--- src/rtl/tsa_pkg.sv ---
package tsa_pkg;
    localparam int NSLOT      = 12;
    localparam int SLOT_BITS  = 8;
    localparam int NREG       = 4;
    localparam int NSTB       = 2;
    localparam int ADDR_W     = 4;
    localparam int DATA_W     = SLOT_BITS;
    localparam int SLOT_W     = $clog2(NSLOT);
    localparam int BIT_W      = $clog2(SLOT_BITS);
    localparam int FRAME_BITS = NSLOT * SLOT_BITS;
    localparam int POS_W      = $clog2(FRAME_BITS + 1);

    localparam int ADR_DATA0 = 0;
    localparam int ADR_CFG0  = ADR_DATA0 + NREG;
    localparam int ADR_FLAG  = ADR_CFG0 + NREG;
    localparam int ADR_MASK  = ADR_FLAG + 1;
    localparam int ADR_STB0  = ADR_MASK + 1;

    typedef struct packed {
        logic              shift;
        logic              en_out;
        logic              en_in;
        logic              port;
        logic [SLOT_W-1:0] slot;
    } acc_cfg_t;

    typedef struct packed {
        logic [1:0]        spare;
        logic              en_next;
        logic              en_first;
        logic [SLOT_W-1:0] slot;
    } stb_cfg_t;

    typedef enum logic {TMR_HUNT, TMR_RUN} tmr_state_t;
    typedef enum logic {ACC_IDLE, ACC_HELD} acc_state_t;
endpackage

--- src/rtl/tsa_frame_timer.sv ---
module tsa_frame_timer
    import tsa_pkg::*;
(
    input  logic              clk,
    input  logic              rst_n,
    input  logic              fsync,
    output logic              active,
    output logic [SLOT_W-1:0] slot,
    output logic [BIT_W-1:0]  bitn,
    output logic              slot_end
);
    tmr_state_t       state_q, state_d;
    logic             fs_q;
    logic             fs_rise;
    logic [POS_W-1:0] pos_q;
    logic [POS_W-1:0] cur_pos;

    assign fs_rise = fsync & ~fs_q;

    always_comb begin
        state_d = state_q;
        unique case (state_q)
            TMR_HUNT: if (fs_rise) state_d = TMR_RUN;
            TMR_RUN:  if (!fs_rise && pos_q == POS_W'(FRAME_BITS - 1)) state_d = TMR_HUNT;
            default:  state_d = TMR_HUNT;
        endcase
    end

    always_ff @(posedge clk) begin
        if (!rst_n) begin
            state_q <= TMR_HUNT;
            fs_q    <= 1'b0;
            pos_q   <= '0;
        end else begin
            state_q <= state_d;
            fs_q    <= fsync;
            if (fs_rise)
                pos_q <= POS_W'(1);
            else if (state_q == TMR_RUN)
                pos_q <= pos_q + POS_W'(1);
            else
                pos_q <= '0;
        end
    end

    always_comb begin
        cur_pos  = fs_rise ? '0 : pos_q;
        active   = fs_rise | (state_q == TMR_RUN);
        slot     = cur_pos[BIT_W +: SLOT_W];
        bitn     = cur_pos[BIT_W-1:0];
        slot_end = active && (bitn == '1);
    end
endmodule

--- src/rtl/tsa_access_reg.sv ---
module tsa_access_reg
    import tsa_pkg::*;
(
    input  logic              clk,
    input  logic              rst_n,
    input  logic              active,
    input  logic [SLOT_W-1:0] slot,
    input  logic [BIT_W-1:0]  bitn,
    input  logic              slot_end,
    input  acc_cfg_t          cfg,
    input  logic              up_in,
    input  logic              dn_in,
    input  logic              wr_data,
    input  logic [DATA_W-1:0] wdata,
    input  logic [DATA_W-1:0] src_byte,
    output logic [DATA_W-1:0] data_q,
    output logic              drv_up,
    output logic              drv_dn,
    output logic              hit
);
    acc_state_t        st_q, st_d;
    logic [DATA_W-1:0] sh_q, pend_q, cap_byte;
    logic              in_bit, in_slot, cap_done, last_slot;
    logic              out_on, out_bit;
    logic [BIT_W-1:0]  idx;

    always_comb begin
        in_bit    = cfg.port ? dn_in : up_in;
        in_slot   = active && (slot == cfg.slot) && cfg.en_in;
        cap_done  = in_slot && slot_end;
        cap_byte  = {sh_q[DATA_W-2:0], in_bit};
        last_slot = (slot == SLOT_W'(NSLOT - 1));
    end

    always_comb begin
        st_d = st_q;
        unique case (st_q)
            ACC_IDLE: if (cap_done && !last_slot) st_d = ACC_HELD;
            ACC_HELD: if (slot_end) st_d = (cap_done && !last_slot) ? ACC_HELD : ACC_IDLE;
            default:  st_d = ACC_IDLE;
        endcase
    end

    always_ff @(posedge clk) begin
        if (!rst_n) begin
            st_q   <= ACC_IDLE;
            sh_q   <= '1;
            pend_q <= '1;
            data_q <= '1;
        end else begin
            st_q <= st_d;
            if (in_slot)
                sh_q <= cap_byte;
            if (cap_done && !last_slot)
                pend_q <= cap_byte;
            if (st_q == ACC_HELD && slot_end)
                data_q <= pend_q;
            if (cap_done && last_slot)
                data_q <= cap_byte;
            if (wr_data)
                data_q <= wdata;
        end
    end

    always_comb begin
        out_on  = active && (slot == cfg.slot) && cfg.en_out;
        idx     = BIT_W'(SLOT_BITS - 1) - bitn;
        out_bit = src_byte[idx];
        drv_dn  = !(out_on && !cfg.port) || out_bit;
        drv_up  = !(out_on && cfg.port) || out_bit;
        hit     = active && (bitn == '0) && (slot == cfg.slot) && (cfg.en_in || cfg.en_out);
    end
endmodule

--- src/rtl/tsa_strobe_gen.sv ---
module tsa_strobe_gen
    import tsa_pkg::*;
(
    input  logic              active,
    input  logic [SLOT_W-1:0] slot,
    input  stb_cfg_t          cfg,
    output logic              strobe
);
    logic [SLOT_W:0] next_slot;
    logic            on_first, on_next;

    always_comb begin
        next_slot = {1'b0, cfg.slot} + (SLOT_W+1)'(1);
        on_first  = cfg.en_first && (slot == cfg.slot);
        on_next   = cfg.en_next && ({1'b0, slot} == next_slot);
        strobe    = active && (on_first || on_next);
    end
endmodule

--- src/rtl/tsa_irq_ctrl.sv ---
module tsa_irq_ctrl
    import tsa_pkg::*;
(
    input  logic              clk,
    input  logic              rst_n,
    input  logic [NREG-1:0]   hit,
    input  logic [2*NREG-1:0] mask,
    input  logic              ack_wr,
    input  logic [2*NREG-1:0] ack,
    output logic [NREG-1:0]   sti_q,
    output logic [NREG-1:0]   stov_q,
    output logic              irq
);
    logic [NREG-1:0] set_sti, set_ov, clr_sti, clr_ov;

    always_comb begin
        set_sti = hit & ~mask[NREG-1:0];
        set_ov  = set_sti & sti_q & ~mask[2*NREG-1:NREG];
        clr_sti = ack_wr ? ack[NREG-1:0] : '0;
        clr_ov  = ack_wr ? ack[2*NREG-1:NREG] : '0;
    end

    always_ff @(posedge clk) begin
        if (!rst_n) begin
            sti_q  <= '0;
            stov_q <= '0;
        end else begin
            sti_q  <= (sti_q & ~clr_sti) | set_sti;
            stov_q <= (stov_q & ~clr_ov) | set_ov;
        end
    end

    assign irq = |((sti_q & ~mask[NREG-1:0]) | (stov_q & ~mask[2*NREG-1:NREG]));
endmodule

--- src/rtl/tdm_slot_access.sv ---
module tdm_slot_access
    import tsa_pkg::*;
(
    input  logic              clk,
    input  logic              rst_n,
    input  logic              fsync,
    input  logic              up_in,
    input  logic              dn_in,
    input  logic [ADDR_W-1:0] host_addr,
    input  logic              host_wr,
    input  logic [DATA_W-1:0] host_wdata,
    output logic [DATA_W-1:0] host_rdata,
    output logic              up_out,
    output logic              dn_out,
    output logic [NSTB-1:0]   stb,
    output logic              irq
);
    logic              active, slot_end;
    logic [SLOT_W-1:0] slot;
    logic [BIT_W-1:0]  bitn;

    acc_cfg_t          cfg_q    [NREG];
    stb_cfg_t          stbc_q   [NSTB];
    logic [2*NREG-1:0] mask_q;
    logic [DATA_W-1:0] data_q   [NREG];
    logic [DATA_W-1:0] src_byte [NREG];
    logic [NREG-1:0]   wr_data, drv_up, drv_dn, hit;
    logic [NREG-1:0]   sti_q, stov_q;
    logic              ack_wr;

    tsa_frame_timer u_tmr (
        .clk      (clk),
        .rst_n    (rst_n),
        .fsync    (fsync),
        .active   (active),
        .slot     (slot),
        .bitn     (bitn),
        .slot_end (slot_end)
    );

    always_ff @(posedge clk) begin
        if (!rst_n) begin
            for (int r = 0; r < NREG; r++) cfg_q[r] <= '0;
            for (int k = 0; k < NSTB; k++) stbc_q[k] <= '0;
            mask_q <= '1;
        end else if (host_wr) begin
            for (int r = 0; r < NREG; r++)
                if (host_addr == ADDR_W'(ADR_CFG0 + r)) cfg_q[r] <= acc_cfg_t'(host_wdata);
            for (int k = 0; k < NSTB; k++)
                if (host_addr == ADDR_W'(ADR_STB0 + k)) stbc_q[k] <= stb_cfg_t'(host_wdata);
            if (host_addr == ADDR_W'(ADR_MASK)) mask_q <= host_wdata;
        end
    end

    for (genvar r = 0; r < NREG; r++) begin : g_acc
        assign wr_data[r] = host_wr && (host_addr == ADDR_W'(ADR_DATA0 + r));
        if (r % 2 == 1) begin : g_odd
            assign src_byte[r] = cfg_q[r].shift ? data_q[r-1] : data_q[r];
        end else begin : g_even
            assign src_byte[r] = data_q[r];
        end
        tsa_access_reg u_acc (
            .clk      (clk),
            .rst_n    (rst_n),
            .active   (active),
            .slot     (slot),
            .bitn     (bitn),
            .slot_end (slot_end),
            .cfg      (cfg_q[r]),
            .up_in    (up_in),
            .dn_in    (dn_in),
            .wr_data  (wr_data[r]),
            .wdata    (host_wdata),
            .src_byte (src_byte[r]),
            .data_q   (data_q[r]),
            .drv_up   (drv_up[r]),
            .drv_dn   (drv_dn[r]),
            .hit      (hit[r])
        );
    end

    for (genvar k = 0; k < NSTB; k++) begin : g_stb
        tsa_strobe_gen u_stb (
            .active (active),
            .slot   (slot),
            .cfg    (stbc_q[k]),
            .strobe (stb[k])
        );
    end

    assign ack_wr = host_wr && (host_addr == ADDR_W'(ADR_FLAG));

    tsa_irq_ctrl u_irq (
        .clk    (clk),
        .rst_n  (rst_n),
        .hit    (hit),
        .mask   (mask_q),
        .ack_wr (ack_wr),
        .ack    (host_wdata),
        .sti_q  (sti_q),
        .stov_q (stov_q),
        .irq    (irq)
    );

    assign up_out = &drv_up;
    assign dn_out = &drv_dn;

    always_comb begin
        host_rdata = '0;
        for (int r = 0; r < NREG; r++) begin
            if (host_addr == ADDR_W'(ADR_DATA0 + r)) host_rdata = data_q[r];
            if (host_addr == ADDR_W'(ADR_CFG0 + r))  host_rdata = DATA_W'(cfg_q[r]);
        end
        for (int k = 0; k < NSTB; k++)
            if (host_addr == ADDR_W'(ADR_STB0 + k)) host_rdata = DATA_W'(stbc_q[k]);
        if (host_addr == ADDR_W'(ADR_FLAG)) host_rdata = DATA_W'({stov_q, sti_q});
        if (host_addr == ADDR_W'(ADR_MASK)) host_rdata = DATA_W'(mask_q);
    end
endmodule

--- config.mk ---
export PLATFORM = sky130hd
export DESIGN_NAME = tdm_slot_access
export DESIGN_NICKNAME = d
export VERILOG_FILES = /design/src/rtl/tsa_pkg.sv /design/src/rtl/tsa_frame_timer.sv /design/src/rtl/tsa_access_reg.sv /design/src/rtl/tsa_strobe_gen.sv /design/src/rtl/tsa_irq_ctrl.sv /design/src/rtl/tdm_slot_access.sv
export SDC_FILE = /design/constraint.sdc
export NUM_CORES = 1
export LEC_CHECK = 0
export BUFFER_PORTS_ARGS = -buffer_cell sky130_fd_sc_hd__buf_2
export CORE_ASPECT_RATIO = 0.75
export CORE_UTILIZATION = 25
export CTS_CLUSTER_SIZE = 24
export DETAILED_ROUTE_END_ITERATION = 8
export PLACE_DENSITY = 0.51
export SETUP_SLACK_MARGIN = 0.2
export SYNTH_ARGS = -nofsm -noshare
export SYNTH_HDL_FRONTEND = slang
export SYNTH_SLANG_ARGS = --single-unit
--- constraint.sdc ---
create_clock -name clk -period 2.5 [get_ports clk]
set_input_delay 0.25 -clock clk [delete_from_list [all_inputs] [get_ports clk]]
set_output_delay 0.25 -clock clk [all_outputs]
set_load 0.1 [all_outputs]
==> out/qor.yml <==
rrSetupSlack_ns: 0.05
path_clk_slew_ns: 0.07
slew_headroom_pct: 53.8
maxCapViolCount: 0
viasPerCell: 5.31
clockRootBuffer: "clkbuf_16"
cp_slowest_cell: "or4b_4"
switching_share_pct: 30.1
num_antenna_cells: 0
vdd_drop_max_uv: 427
die_w_um: 232
route.detailed.drc: 0
syn_nets: 1098
drt_iter0_markers: 836
yosysWarnings: 0
max_freq_mhz: 324
drt_pass1_iterations: 5
rsz0062_at_grt: "yes"
rr_startpoint: "u_tmr.fs_q"
die_y_um: 174
fill_cells: 3942
dp_hpwl_um: 26200
slowest_delay_ns: 0.55
final_area_um2: 13100
fin_skew_ns: 0.0131
status: "finished, violations left"
hold_path_class: "in2reg"
internal_power_mw: 4.73
timing.final.crit_period_ns: 3.09
wl_um: 36200
dp.cells: 1668
synth_edf_count: 48
setup_ws_ns: -0.587
place_congestion: 0.968
netlist_instances: 1077
dieArea_um2: 40500
path_cells: "mux4_2 -> and4_4 -> or4b_4 -> nor4_4 -> buf_4 -> a2111oi_4 -> buf_4 -> buf_12"
synth-seq-cells: 169
post_dp_cell_area_um2: 11700
final_hold_viol_count: 0
worstPathRequired_ns: 2.25
critPathMaxFanout: 3
crit_end: "dn_out"
overflow: 0
critPathLaunch: "cfg_q[3][7]"
numClockSinks: 169
start_util_pct: 25.6
netlist_area_um2: 9920
grt_max_degree: 40
yosysSeqAreaShare_pct: 39.0
setup_tns_ns: -1.48
synth-main-ff-cell: "dfxtp_1"
crit_path_end_kind: "primary output"
worst_pin_slew_ns: 0.688
route.vias.total: 9178
violations: "setup timing"
pin_count: 31
criticalPathCategory: "reg2out"
clk_latency_ns: 0.46
power.density_nw_per_um2: 518
drive_gt1_share_pct: 31.4
drv_slew: 0
final_cells: 1730
setup_viol: 7
area_growth_pct: 31.8
reg2reg_to: "g_acc[3].u_acc.data_q[1]"
antenna_found_initial: 0
wl_per_cell_um: 20.9
leakagePower_nw: 5.09
path_common_cell: "buf_4"
cts_buffers: 17
fin_util_pct: 33.8
hold_ws_ns: 0.0611
grt_pass1_wl_um: 54300
combPwrFrac_pct: 16.0
start_kind: "flop"
htreeDepth: 4
fin_nets: 1226
grt_pass1_vias: 8548
gr-usage-all-layers_pct: 18.0
fin_crit_sh_pct: 123
reg2reg_depth: 9
core-area_um2: 38700
p_seq_share_pct: 44.0
synth-async-reset-ratio_pct: 0
ant_nets: 0
cts_tree: "built"
p_switching_mw: 2.04
cp.arrival_ns: 2.84
synth_area_per_cell_um2: 9.21
cts_buffer_depth: 2
pwr-share-clk_pct: 39.9
rows: 62
ys_types: 90
numPortBuffers: 30
[what timing repair did]
action,4_1_cts,5_1_grt
cloned,1,1
endpoints found under the setup margin,46,35
hold buffers,0,0
pin swaps,20,22
setup buffers,12,16
resized for setup,77,63
[cells in the final DEF, fill, tap and decap left out, types with 8 or more instances in the layout]
cell,instances
buf_6,11
mux4_2,12
nor2_1,106
inv_1,27
a31oi_1,22
nand2_1,93
a21oi_1,32
o21ai_1,8
and2_1,41
clkbuf_16,17
buf_2,18
buf_4,149
xnor2_1,15
nor3b_1,9
mux2i_1,58
buf_12,23
edfxtp_1,48
o211ai_1,13
o21ai_0,29
nor3_1,21
a221o_1,14
dfxtp_1,113
nand3_1,70
mux2_2,12
a21oi_2,10
nand4_1,15
[cell usage after synthesis (all sizes together), types with 4 or more instances]
library cell	number	area share, %
a2111oi	4	0.38
a211oi	4	0.30
a21oi	46	2.4
a221o	14	1.4
a221oi	5	0.44
a31oi	23	1.5
a32oi	5	0.44
and2	46	3.0
and3	6	0.38
and4	4	0.38
buf	48	3.0
clkbuf	48	1.8
dfxtp	121	24
edfxtp	48	15
inv	27	1.0
mux2	12	1.4
mux2i	67	6.8
mux4	13	3.0
nand2	97	3.7
nand2b	8	0.50
nand3	70	3.5
nand4	20	1.8
nand4b	8	0.77
nor2	112	4.5
nor2b	8	0.53
nor3	25	1.6
nor3b	10	0.76
nor4	7	0.74
o211ai	13	0.98
o21a	5	0.38
o21ai	39	2.0
o22ai	8	0.50
o311ai	21	3.1
o32ai	6	0.61
o41ai	7	1.1
or3	5	0.32
xnor2	17	1.5
xor2	6	0.53
[power groups by stage]
stage | Sequential [mW] | Combinational (mW) | Clock [mW]
final | 2.98 | 1.08 | 2.70
after CTS | 2.98 | 1.03 | 2.74
after floorplan | 3.00 | 0.576 | 0
after detailed placement | 3.04 | 0.913 | 0
after global routing | 2.98 | 1.13 | 2.86
after global placement | 3.05 | 0.909 | 0
[worst min-delay path by stage]
stage / startpoint / end / slack [ns] / cells after the start
finish: fsync / u_tmr.fs_q / 0.06 / 2
global route: fsync / u_tmr.fs_q / 0.08 / 2
CTS: fsync / u_tmr.fs_q / 0.05 / 2
detailed placement: u_irq.stov_q[2] / u_irq.stov_q[2] / 0.45 / 2
global placement: u_irq.stov_q[2] / u_irq.stov_q[2] / 0.44 / 2
floorplan: fsync / u_tmr.fs_q / 0.38 / 1
[metrics by stage]
stage               power, mW  worst slack [ns]
finish                   6.77            -0.587
global route             6.98            -0.649
CTS                      6.75            -0.574
detailed placement       3.96            -0.130
global placement         3.95            -0.125
floorplan                3.58            -0.313
[critical path, delay by kind of cell, from the launching register on]
family	cells	cell delay, ns
AO/OA/AOI/OAI	1	0.03
multiplexers	1	0.52
buffers and inverters	3	0.50
AND/OR/NAND/NOR	3	0.93
flip-flops	1	0.40
[cell type report]
| type | count | area [µm²] | share of cell area [%] |
|---|---|---|---|
| repair buffers | 205 | 1870 | 14.3 |
| flip-flops and latches | 169 | 3880 | 29.7 |
| clock inverters | 15 | 158 | 1.21 |
| clock buffers | 17 | 425 | 3.25 |
| inverters | 28 | 105 | 0.804 |
| well taps | 512 | 641 | 4.90 |
| multi-input cells | 784 | 5990 | 45.8 |
[kinds of logic after synthesis]
kind of cell               synth area share, %
AOI/OAI and AO/OA                         17.5
xor gates and xnor gates                  2.03
adders and majority gates                0.378
buffers and inverters                     5.85
DFF                                       39.0
muxes                                     11.1
and+or+nand+nor                           24.1
[registers in the layout (all words and copies together), names as in the netlist, 4 cells and up]
name and cells:
u_irq.sti_q 4, g_acc.u_acc.sh_q 28, g_acc.u_acc.data_q 32, mask_q 8, stbc_q 16, u_irq.stov_q 4
cfg_q 32, u_tmr.pos_q 7, g_acc.u_acc.pend_q 32, g_acc.u_acc.st_q 4
[routing by layer]
layer | global-route usage, % | up-vias | part of all wire, %
li1 | - | 4250 | -
met1 | 27.1 | 4530 | 49
met2 | 24.3 | 355 | 41
met3 | 4.90 | 43 | 8.7
met4 | 5.46 | 0 | 1.9
met5 | 0 | - | 0
No activity file was read; power rests on OpenSTA's default activity.
